<file path="src/rtl/irq2_pkg.sv">
package irq2_pkg;
  localparam int NSRC     = 5;
  localparam int IDXW     = $clog2(NSRC);
  localparam int VECW     = 16;
  localparam int VEC_BASE = 3;
  localparam int VEC_STEP = 8;
  localparam int NEXT     = 2;
  localparam int NTMR     = 2;

  // vector address of a source number
  function automatic logic [VECW-1:0] vec_of(input logic [IDXW-1:0] idx);
    return VECW'(VEC_BASE + VEC_STEP * int'(idx));
  endfunction

  // lowest set bit number of a source mask (0 when empty)
  function automatic logic [IDXW-1:0] first_set(input logic [NSRC-1:0] m);
    logic [IDXW-1:0] r;
    r = '0;
    for (int i = NSRC - 1; i >= 0; i--)
      if (m[i]) r = IDXW'(i);
    return r;
  endfunction
endpackage

</file>
<file path="src/rtl/irq2_ext_cap.sv">
module irq2_ext_cap #(
  parameter int NPIN = 2
) (
  input  logic            clk,
  input  logic            rst_n,
  input  logic [NPIN-1:0] pin_n,
  input  logic [NPIN-1:0] edge_mode,
  input  logic [NPIN-1:0] clr,
  output logic [NPIN-1:0] flag
);
  logic [NPIN-1:0] prev_q;
  logic [NPIN-1:0] fall;

  assign fall = prev_q & ~pin_n;

  for (genvar k = 0; k < NPIN; k++) begin : g_pin
    always_ff @(posedge clk or negedge rst_n) begin
      if (!rst_n) begin
        prev_q[k] <= 1'b1;
        flag[k]   <= 1'b0;
      end else begin
        prev_q[k] <= pin_n[k];
        if (!edge_mode[k])  flag[k] <= ~pin_n[k];
        else if (fall[k])   flag[k] <= 1'b1;
        else if (clr[k])    flag[k] <= 1'b0;
      end
    end
  end
endmodule

</file>
<file path="src/rtl/irq2_pick.sv">
module irq2_pick
  import irq2_pkg::*;
(
  input  logic [NSRC-1:0] pend,
  input  logic [NSRC-1:0] hi,
  input  logic [1:0]      act_lvl,
  output logic            req,
  output logic [IDXW-1:0] idx,
  output logic            win_hi
);
  logic [NSRC-1:0] hi_m;
  logic [NSRC-1:0] lo_m;
  logic [1:0]      win_lvl;

  assign hi_m    = pend & hi;
  assign lo_m    = pend & ~hi;
  assign win_hi  = |hi_m;
  assign idx     = win_hi ? first_set(hi_m) : first_set(lo_m);
  assign win_lvl = win_hi ? 2'd2 : 2'd1;
  assign req     = (|pend) && (win_lvl > act_lvl);
endmodule

</file>
<file path="src/rtl/irq2_svc.sv">
module irq2_svc (
  input  logic       clk,
  input  logic       rst_n,
  input  logic       take,
  input  logic       take_hi,
  input  logic       reti,
  output logic [1:0] in_svc,
  output logic [1:0] act_lvl
);
  logic [1:0] after_ret;

  always_comb begin
    after_ret = in_svc;
    if (reti) begin
      if (in_svc[1]) after_ret[1] = 1'b0;
      else           after_ret[0] = 1'b0;
    end
  end

  always_ff @(posedge clk or negedge rst_n) begin
    if (!rst_n) in_svc <= 2'b00;
    else        in_svc <= after_ret | (take ? (take_hi ? 2'b10 : 2'b01) : 2'b00);
  end

  assign act_lvl = in_svc[1] ? 2'd2 : (in_svc[0] ? 2'd1 : 2'd0);
endmodule

</file>
<file path="src/rtl/irq2_ctrl.sv">
module irq2_ctrl
  import irq2_pkg::*;
(
  input  logic                clk,
  input  logic                rst_n,
  input  logic [NEXT-1:0]     ext_n,
  input  logic [NEXT-1:0]     ext_edge,
  input  logic [NTMR-1:0]     tmr_flag,
  input  logic                ser_tx,
  input  logic                ser_rx,
  input  logic [NSRC-1:0]     src_en,
  input  logic                glb_en,
  input  logic [NSRC-1:0]     prio_hi,
  input  logic                ack,
  input  logic                reti,
  output logic                irq_req,
  output logic [VECW-1:0]     irq_vec,
  output logic [VECW-1:0]     svc_vec,
  output logic [IDXW-1:0]     svc_src,
  output logic [1:0]          in_svc,
  output logic [NTMR-1:0]     tmr_clr
);
  logic [NEXT-1:0] ext_flag;
  logic [NEXT-1:0] ext_clr;
  logic [NTMR-1:0] tmr_take;
  logic [NSRC-1:0] src_flag;
  logic [NSRC-1:0] pend;
  logic [IDXW-1:0] win_idx;
  logic            win_hi;
  logic [1:0]      act_lvl;
  logic            take;

  // source numbering: ext0, tmr0, ext1, tmr1, serial
  assign src_flag = {ser_tx | ser_rx, tmr_flag[1], ext_flag[1], tmr_flag[0], ext_flag[0]};
  assign pend     = src_flag & src_en & {NSRC{glb_en}};
  assign take     = ack & irq_req;

  for (genvar k = 0; k < NEXT; k++) begin : g_eclr
    assign ext_clr[k] = take && (win_idx == IDXW'(2 * k));
  end
  for (genvar j = 0; j < NTMR; j++) begin : g_tclr
    assign tmr_take[j] = take && (win_idx == IDXW'(2 * j + 1));
  end

  irq2_ext_cap #(.NPIN(NEXT)) u_cap (
    .clk(clk), .rst_n(rst_n), .pin_n(ext_n), .edge_mode(ext_edge),
    .clr(ext_clr), .flag(ext_flag)
  );

  irq2_pick u_pick (
    .pend(pend), .hi(prio_hi), .act_lvl(act_lvl),
    .req(irq_req), .idx(win_idx), .win_hi(win_hi)
  );

  irq2_svc u_svc (
    .clk(clk), .rst_n(rst_n), .take(take), .take_hi(win_hi), .reti(reti),
    .in_svc(in_svc), .act_lvl(act_lvl)
  );

  assign irq_vec = irq_req ? vec_of(win_idx) : '0;

  always_ff @(posedge clk or negedge rst_n) begin
    if (!rst_n) begin
      svc_vec <= '0;
      svc_src <= '0;
      tmr_clr <= '0;
    end else begin
      tmr_clr <= tmr_take;
      if (take) begin
        svc_vec <= irq_vec;
        svc_src <= win_idx;
      end
    end
  end
endmodule

</file>
<file path="config.mk">
export PLATFORM = sky130hd
export DESIGN_NAME = irq2_ctrl
export DESIGN_NICKNAME = d
export VERILOG_FILES = /design/src/rtl/irq2_pkg.sv /design/src/rtl/irq2_ext_cap.sv /design/src/rtl/irq2_pick.sv /design/src/rtl/irq2_svc.sv /design/src/rtl/irq2_ctrl.sv
export SDC_FILE = /design/constraint.sdc
export NUM_CORES = 1
export LEC_CHECK = 0
export ABC_AREA = 0
export BUFFER_PORTS_ARGS = -buffer_cell sky130_fd_sc_hd__clkbuf_2
export CAP_MARGIN = 20
export CORE_MARGIN = 2
export CORE_UTILIZATION = 39
export DETAILED_ROUTE_END_ITERATION = 10
export HOLD_SLACK_MARGIN = 0.15
export PLACE_DENSITY = 0.76
export SYNTH_ARGS = -nofsm -noshare
export SYNTH_HDL_FRONTEND = slang
export SYNTH_SLANG_ARGS = --single-unit
</file>
<file path="constraint.sdc">
create_clock -name clk -period 2.2 [get_ports clk]
set_input_delay 0.11 -clock clk [delete_from_list [all_inputs] [get_ports clk]]
set_output_delay 0.11 -clock clk [all_outputs]
set_load 0.1 [all_outputs]
</file>
==> results.cfg, run 1 <==
[outcome]
status = complete, but fails checks
violations = setup timing

[timing]
max_freq_mhz = 392.2
finalCritPeriodShare_pct = 115.9
tns_ps = -3206
final-setup-viol-count = 18
finalMaxSlewViolations = 0
setup_ws_ps = -349.8
rsz0062_at_grt = yes
tightest_slew_ps = 552.1
hold_viol_final = 0
slew_headroom_pct = 63.35
fin_crit_ps = 2550
clock_skew_ps = 4.461

[global_routing]
grt_pass1_vias = 1011
overflow = 0
grt_antenna_before_repair = 0
grt_max_degree = 16
grt_usage_pct = 18.65
grt_pass1_wl_um = 4602

[finish]
drive_gt1_share_pct = 50.26
area_growth_pct = 53.98
layout_commonest_cell = clkbuf_2
fin_util_pct = 64.65
final_cell_mix = clkbuf_2 (34), buf_4 (24), conb_1 (22), dfrtp_1 (11), o21ai_0 (7)
diodes = 0
instances_no_fill = 219
final_nets = 215
fin_area_sq_mm = 0.001645

[routing]
routed-wl-met2_um = 1433
vias = 1091
first_pass_iters = 4
route.detailed.drc = 0
post_drt_wl_per_cell_um = 13.16
wl_met3_um = 231
wirelength_met1_um = 1138
first_iter_violations = 37
top_layer_used = met4
drt-total-wl_um = 2883
antenna_left = 0
viasPerCell = 4.982

[cts]
cts_htree_levels = 1
clkLatencyLatePin_ps = 280
clockBufferDepth = 2
cts.sink_count = 15
tritoncts = built
clock-root-buffer = clkbuf_4
cts.clk_slew.worst_paths_ps = 90
cts_made_buffers = 3

[pwr]
p_leak_nw = 0.8213
p_per_area_mw_per_mm2 = 898.0
vdd_drop_max_v = 0.0009105
p_total_mw = 1.478

[logic_synthesis]
postSynthAreaPerCell_sq_um = 8.831
yosys.area_share.simple_pct = 19.67
synthCells = 121
synth_mux_area_share_pct = 2.108
synth_compound_area_share_pct = 18.50
async_reset_ff_share_pct = 100.0
synth_xor_area_share_pct = 0
synth-seq-cells = 15
syn_area_sq_mm = 0.001069
synth_seq_area_share_pct = 35.36
synth_edf_count = 0
synth_top_family_by_area = buffers and inverters
ys_types = 37
ys.flop_type = dfrtp_1
ys_warn_count = 0
synthAdderAreaFrac_pct = 2.342

[die]
io_pins = 63
initial_utilization_pct = 41.99
die_y_um = 56.35
die_x_um = 56.35
die-area_sq_mm = 0.003175
core_sq_mm = 0.002545
std_cell_rows = 18

[setup_path]
slowest_stage = dfrtp_1
slowest_delay_ps = 380
cp-end-kind = output pin
critPathKind = flip-flop to output pin
start_kind = flip-flop
reg2reg_slack_ps = -190
crit_family = simple AND/OR/NAND/NOR gates
worstPathBufferInverterCount = 1
cp.arrival_ps = 2440
crit_chain = nand4_1 -> nand4_1 -> nand2b_4 -> ha_4 -> nor2b_2 -> o211ai_1 -> or2_4 -> nor4_4 -> buf_12
cp_data_required_time_ps = 2090
critPathMaxFanout = 3
crit_path_frequent_cell = nand4_1

[placed_design]
port_buffers = 40
dp_hpwl_um = 2133
place_area_sq_mm = 0.001426
dp.cells = 197
routabilityCongestion = 0.8153

[hold_path]
hold_class = input pin to async pin

[flow_run]
max_cap_violations = 0
## metal layers
| metal | GRT usage (%) | vias to the layer above |
|---|---|---|
| li1 | - | 522 |
| met2 | 30.59 | 66 |
| met5 | 0 | - |
| met1 | 23.82 | 495 |
| met3 | 2.995 | 8 |
| met4 | 8.844 | 0 |
## power by group
| part | internal, mW | total (mW) | switching, mW |
|---|---|---|---|
| logic | 0.240 | 0.971 | 0.731 |
| registers | 0.322 | 0.350 | 0.0276 |
| clock network | 0.0702 | 0.157 | 0.0870 |
## flip-flops by register name (all words and copies together), names as in the netlist
name          flops
svc_src           3
svc_vec           4
tmr_clr           2
u_cap.flag        2
u_cap.prev_q      2
u_svc.in_svc      2
## worst paths after layout
kind / startpoint / cells after the start / end
worst min-delay path: rst_n / 2 / u_svc.in_svc[1]
worst max-delay path: u_cap.flag[1] / 9 / irq_vec[5]
worst max register to register: u_cap.flag[1] / 9 / svc_src[2]
max in group asynchronous: rst_n / 2 / u_cap.prev_q[0]
worst min register to register: svc_src[0] / 2 / svc_src[0]
min in group clk: ack / 4 / u_svc.in_svc[1]
## synthesized netlist by cell type, types with 2 or more instances
cell	number	share of area, %
buf_4	26	18
dfrtp_1	13	30
nand2_1	8	2.8
inv_1	7	2.5
o21ai_0	7	3.3
nand4_1	5	2.9
a21oi_1	4	1.9
o211ai_1	4	2.8
o21ai_1	4	1.9
nor2_1	3	1.1
nor2b_1	3	1.8
a22oi_1	2	1.4
a31oi_1	2	1.2
and3b_1	2	1.6
buf_2	2	0.94
dfstp_2	2	4.9
ha_1	2	2.3
mux2_1	2	2.1
nand2b_1	2	1.2
nand3_1	2	0.94
o2111ai_1	2	1.6
o21ai_2	2	1.6
## cell families (layout without fill, tap and decap cells)
logic type | after synthesis | count (layout)
AO/OA/AOI/OAI | 31 | 31
adder cells (fa/ha/maj) | 2 | 2
buffers and inverters | 35 | 82
flip-flops | 15 | 15
multiplexers | 2 | 2
other | 1 | 22
AND/OR/NAND/NOR | 35 | 35
## area by class of cell
| type | count | area [sq um] |
|---|---|---|
| Clock buffer | 4 | 26.28 |
| Fill cell | 210 | 899.6 |
| Inverter | 7 | 30.03 |
| Multi-Input combinational cell | 92 | 628.1 |
| Sequential cell | 15 | 380.4 |
| Tap cell | 30 | 37.54 |
| Timing Repair Buffer | 71 | 543.0 |
## through the flow
stage | hold slack (ps) | setup slack, ps
after CTS | 247.6 | -280.7
final | 268.5 | -349.8
after detailed placement | 45.45 | -114.9
after global routing | 268.4 | -511.0
after global placement | 36.63 | -28.11
after floorplan | -185.6 | -695.2
## repair_timing
action / CTS / global route
endpoints found under the hold margin: 21 / 0
hold buffers: 5 / 0
gates cloned: 1 / 0
endpoints found under the setup margin: 17 / 18
buffers inserted: 12 / 0
resized for setup: 11 / 2
pin swaps: 11 / 0
No activity file was read; power rests on OpenSTA's default activity.
==> run 2, diff against run 1 <==
Settings changed: SETUP_SLACK_MARGIN set to 0.1, TNS_END_PERCENT set to 20.
==> run 2 against run 1 <==
Compared with the run above:
- worst setup slack better by 9.7 ps
- flip-flop and latch count stayed put
- the run still ends with setup timing left
- largest cell class unchanged
- total power decreased by 0.79%
- fmax rose by 0.38%
- critical endpoint unchanged
- count of clock-buffer cells in the layout decreased by 1
==> results.cfg, run 2 (synthesis gave the netlist of run 1 again) <==
[die]
die_x_um = 56.35
initial_utilization_pct = 41.99
core_sq_mm = 0.002545
die_y_um = 56.35
io_pins = 63
std_cell_rows = 18
die-area_sq_mm = 0.003175

[pwr]
p_switching_mw = 0.8441
combPwrFrac_pct = 65.6
vdd_drop_max_v = 0.001019
clkPwrFrac_pct = 10.6
p_per_area_mw_per_mm2 = 904.7
p_leak_nw = 0.8147
switching_share_pct = 57.58
intPower_mw = 0.6218
p_seq_share_pct = 23.8

[finish]
layout_commonest_cell = clkbuf_2
fillerInstances = 217
multi_input_area_sq_um = 615.6
instances_no_fill = 216
regMostFlops = svc_vec
drive_gt1_share_pct = 47.85
seqCellArea_sq_um = 380.4
reg_top3 = svc_vec: 4 flops, svc_src: 3 flops
largest_reg_flops = 4
final_cell_mix = clkbuf_2 (34), conb_1 (22), buf_4 (21), dfrtp_1 (11)
diodes = 0
area_growth_pct = 51.64
final_nets = 212

[setup_path]
cp.arrival_ps = 2430
slowest_stage = dfrtp_1
cp_data_required_time_ps = 2090
timing.rr.start = u_cap.flag[0]
slowest_delay_ps = 410
crit_path_frequent_cell = nand4_1
crit_chain = nand4_1 -> nand4_1 -> nand2b_4 -> ha_4 -> nor2b_4 -> o211ai_1 -> or2_4 -> nor4_4 -> buf_12
reg2reg_slack_ps = -120
rr_worst_depth = 11
start_kind = flip-flop
worstPathBufferInverterCount = 1
critPathKind = flip-flop to output pin
cp-end-kind = output pin
r2r-end = svc_src[1]
critPathMaxFanout = 3
crit_cells = 9
crit_family = simple AND/OR/NAND/NOR gates

[timing]
slew_headroom_pct = 63.91
finalMaxSlewViolations = 0
max_freq_mhz = 393.7
final-setup-viol-count = 17
hold_viol_final = 0
setup_ws_ps = -340.1
finalCritPeriodShare_pct = 115.5
fin_crit_ps = 2540
clock_skew_ps = 7.645
tightest_slew_ps = 543.7
rsz0062_at_grt = yes

[global_routing]
overflow = 0
grt_pass1_vias = 1011
grt_pass1_wl_um = 4740
grt_max_degree = 16
grt_antenna_before_repair = 0
grt_usage_pct = 18.72

[cts]
cts.sink_count = 15
cts.clk_slew.worst_paths_ps = 90
tritoncts = built
cts_htree_levels = 1
clkLatencyLatePin_ps = 280
cts_made_buffers = 3
clock-root-buffer = clkbuf_4
clockBufferDepth = 2

[routing]
drt-total-wl_um = 2911
antenna_left = 0
post_drt_wl_per_cell_um = 13.48
first_pass_iters = 4
vias = 1059
route.detailed.drc = 0
viasPerCell = 4.903
first_iter_violations = 22

[hold_path]
hp-start = ack
hold_end = u_svc.in_svc[1]
whs_path_depth = 4
hold_class = input pin to flip-flop

[outcome]
violations = setup timing
status = complete, but fails checks

[placed_design]
port_buffers = 40
routabilityCongestion = 0.8670
dp_hpwl_um = 2176
dp.cells = 196
place_ws_ps = -54.28

[flow_run]
max_cap_violations = 0
[run 2: worst max path at each step]
stage / start / to / slack, ps
6_report: u_cap.flag[0] / irq_vec[5] / -340
3_5_place_dp: u_cap.flag[1] / svc_src[2] / -50
3_3_place_gp: u_cap.flag[1] / irq_vec[5] / -20
5_1_grt: u_cap.flag[1] / irq_vec[5] / -490
2_1_floorplan: u_cap.flag[1] / irq_vec[5] / -700
4_1_cts: u_cap.flag[0] / irq_vec[5] / -350
[run 2: metal layers]
metal	wire (um)	global-route usage (%)	vias to the layer above
li1	-	-	515
met3	185	3.456	2
met1	1262	23.18	497
met2	1453	32.44	45
met5	0	0	-
met4	10	6.463	0
[run 2: worst register-to-register path, stage by stage (launching register included)]
cell and delay [ps]:
dfrtp_1 410, nand4_1 110, nand4_1 120, nand2b_4 180
ha_4 280, nor2b_4 120, o211ai_1 110, buf_4 160
or3b_4 420, buf_6 170, nand2_1 80, o21ai_1 70
[run 2: what timing repair did]
| item | in CTS | in global routing |
|---|---|---|
| endpoints found under the hold margin | 21 | 0 |
| setup endpoints to repair | 18 | 19 |
| setup buffers | 9 | 2 |
| pin swaps | 10 | 5 |
| resized for setup | 9 | 1 |
| hold buffers | 5 | 0 |
[run 2: layout make-up]
cell class	instances	area share, %
Sequential cell	15	23.47
Multi-Input combinational cell	92	37.99
Timing Repair Buffer	68	32.66
Tap cell	30	2.317
Inverter	7	1.853
Clock buffer	3	1.390
Clock inverter	1	0.3089
[run 2: stage by stage]
| stage | hold WS, ps | utilization, % | setup TNS (ps) | cell area (sq um) | power (mW) |
|---|---|---|---|---|---|
| 2_1_floorplan | -185.6 | - | -3819 | 1192 | 1.081 |
| 3_3_place_gp | 34.46 | 55.70 | -61.75 | 1418 | 1.233 |
| 3_5_place_dp | 44.58 | 55.70 | -457.1 | 1418 | 1.249 |
| 4_1_cts | 239.5 | 62.93 | -2180 | 1602 | 1.464 |
| 5_1_grt | 272.1 | 63.67 | -4631 | 1620 | 1.526 |
| 6_report | 233.8 | 63.67 | -2308 | 1620 | 1.466 |
[run 2: power by group through the flow]
stage                     registers (mW)  clock network (mW)  logic (mW)
after floorplan                    0.635                   0       0.446
after global placement             0.349                   0       0.884
after detailed placement           0.353                   0       0.896
after CTS                          0.349               0.163       0.952
after global routing               0.355               0.173       0.998
final                              0.349               0.155       0.962
==> run 3, diff against run 2 <==
Settings changed: CORE_UTILIZATION 39 to 40, CTS_BUF_LIST set to sky130_fd_sc_hd__clkbuf_8, PLACE_DENSITY 0.76 to 0.77.
==> run 3 against run 2 <==
Compared with the run above:
- first-iteration DRC count decreased by 41%
- critical endpoint unchanged
- register-to-register slack got worse by 40 ps
- highest routed layer unchanged
- global-route usage decreased by 0.82 points
- the run still ends with setup timing left
==> results.cfg, run 3 (synthesis gave the netlist of run 1 again) <==
[finish]
fillerInstances = 215
diodes = 0
fin_area_sq_mm = 0.001582
final_nets = 207
final_cell_mix = clkbuf_2 (34), conb_1 (22), buf_4 (17), dfrtp_1 (11), nand2_1 (8)
area_growth_pct = 48.01
fin_util_pct = 63.26
instances_no_fill = 211
regMostFlops = svc_vec
largest_reg_flops = 4
reg_top3 = svc_vec: 4 flops, svc_src: 3 flops
drive_gt1_share_pct = 44.75
layout_commonest_cell = clkbuf_2

[cts]
clock-root-buffer = clkbuf_8
clkLatencyLatePin_ps = 250
cts.sink_count = 15
tritoncts = built
cts_made_buffers = 3
cts_htree_levels = 1
clockBufferDepth = 2
cts.clk_slew.worst_paths_ps = 60

[outcome]
status = complete, but fails checks
violations = setup timing

[pwr]
p_per_area_mw_per_mm2 = 946.4
p_leak_nw = 0.7903
vdd_drop_max_v = 0.0009776

[placed_design]
port_buffers = 40
dp.cells = 195
dp_hpwl_um = 2119
place_area_sq_mm = 0.001398
routabilityCongestion = 0.9297

[die]
die-area_sq_mm = 0.003101
die_y_um = 55.69
die_x_um = 55.69
std_cell_rows = 18
core_sq_mm = 0.002500
io_pins = 63
initial_utilization_pct = 42.74

[global_routing]
grt_pass1_wl_um = 4333
grt_pass1_vias = 985
overflow = 0
grt_usage_pct = 17.90
grt_antenna_before_repair = 0
grt_max_degree = 16

[timing]
final-setup-viol-count = 17
tightest_slew_ps = 541.6
rsz0062_at_grt = yes
fin_crit_ps = 2541
slew_headroom_pct = 64.05
hold_ws_ps = 275.7
finalMaxSlewViolations = 0
setup_ws_ps = -341.2
finalCritPeriodShare_pct = 115.5
max_freq_mhz = 393.5
hold_viol_final = 0
clock_skew_ps = 2.464

[routing]
route.detailed.drc = 0
viasPerCell = 4.953
post_drt_wl_per_cell_um = 13.34
drt-total-wl_um = 2815
first_iter_violations = 13
first_pass_iters = 4
antenna_left = 0
vias = 1045

[setup_path]
cp-end-kind = output pin
start_kind = flip-flop
critPathMaxFanout = 3
cp_data_required_time_ps = 2090
worstPathBufferInverterCount = 1
crit_path_frequent_cell = nand4_1
slowest_stage = dfrtp_1
cp.arrival_ps = 2430
slowest_delay_ps = 390
crit_family = simple AND/OR/NAND/NOR gates
critPathKind = flip-flop to output pin
crit_chain = nand4_1 -> nand4_1 -> nand2b_4 -> ha_4 -> nor2b_4 -> o211ai_1 -> or2_4 -> nor4_4 -> buf_12

[flow_run]
max_cap_violations = 0

[hold_path]
hold_class = input pin to flip-flop
[run 3: cell types whose count changed in the layout (fill, tap and decap cells not counted)]
cell / previous run / this run
buf_4: 21 / 17
clkbuf_4: 3 / 0
clkbuf_8: 0 / 3
buf_12: 7 / 6
clkinv_2: 1 / 0
inv_1: 6 / 7
mux2_1: 1 / 2
mux2_4: 1 / 0
nand2_1: 7 / 8
nand2_2: 1 / 0
[run 3: what timing repair did]
item	4_1_cts	5_1_grt
setup buffers	4	3
hold buffers	5	0
hold endpoints to repair	19	0
pin swaps	5	5
resized for setup	3	5
endpoints found under the setup margin	18	18
gates cloned	0	0
[run 3: worst register-to-register path, cell delays in order (launching register included)]
cell,delay [ps]
dfrtp_1,390
nand4_1,100
nand4_1,150
nand2b_4,190
ha_4,280
nor2b_4,110
o211ai_1,120
buf_4,160
or3b_4,410
mux2_1,330
[run 3: layer usage]
layer,global-route usage (%),part of all wire [%]
met2,28.06,48
met4,13.24,2.9
met1,21.04,40
met5,0,0
met3,4.419,9.3
[run 3: final cells by class]
class	count	area [sq um]	share of cell area [%]
Clock inverter	1	3.754	0.2373
Tap cell	30	37.54	2.373
Timing Repair Buffer	63	479.2	30.30
Multi-Input combinational cell	92	609.3	38.53
Sequential cell	15	380.4	24.05
Clock buffer	3	41.29	2.611
Inverter	7	30.03	1.899
[run 3: stage by stage]
step | TNS (ps) | setup slack, ps | total power [mW]
after detailed placement | -501.6 | -104.5 | 1.227
after global placement | -8.134 | -8.134 | 1.216
final | -2538 | -341.2 | 1.497
after floorplan | -3819 | -698.1 | 1.081
after CTS | -1697 | -337.2 | 1.478
after global routing | -4097 | -432.4 | 1.555
[run 3: report_power, final]
| part | switching (mW) | total, mW | internal [mW] | leakage, nW |
|---|---|---|---|---|
| sequential | 0.0235 | 0.346 | 0.323 | 0.184 |
| combinational | 0.718 | 0.929 | 0.211 | 0.579 |
| clock | 0.0976 | 0.221 | 0.124 | 0.0269 |
[run 3: path summary, 6_finish.rpt]
path / slack, ps / start / cells past startpoint / end
worst max-delay path: -340 / u_cap.flag[0] / 9 / irq_vec[5]
worst max register to register: -160 / u_cap.flag[0] / 9 / svc_src[2]
max in group asynchronous: 1590 / rst_n / 2 / u_cap.prev_q[1]
worst min-delay path: 280 / ack / 4 / u_svc.in_svc[1]
worst min register to register: 490 / svc_vec[3] / 2 / svc_vec[3]
min in group asynchronous: 300 / rst_n / 2 / svc_vec[1]
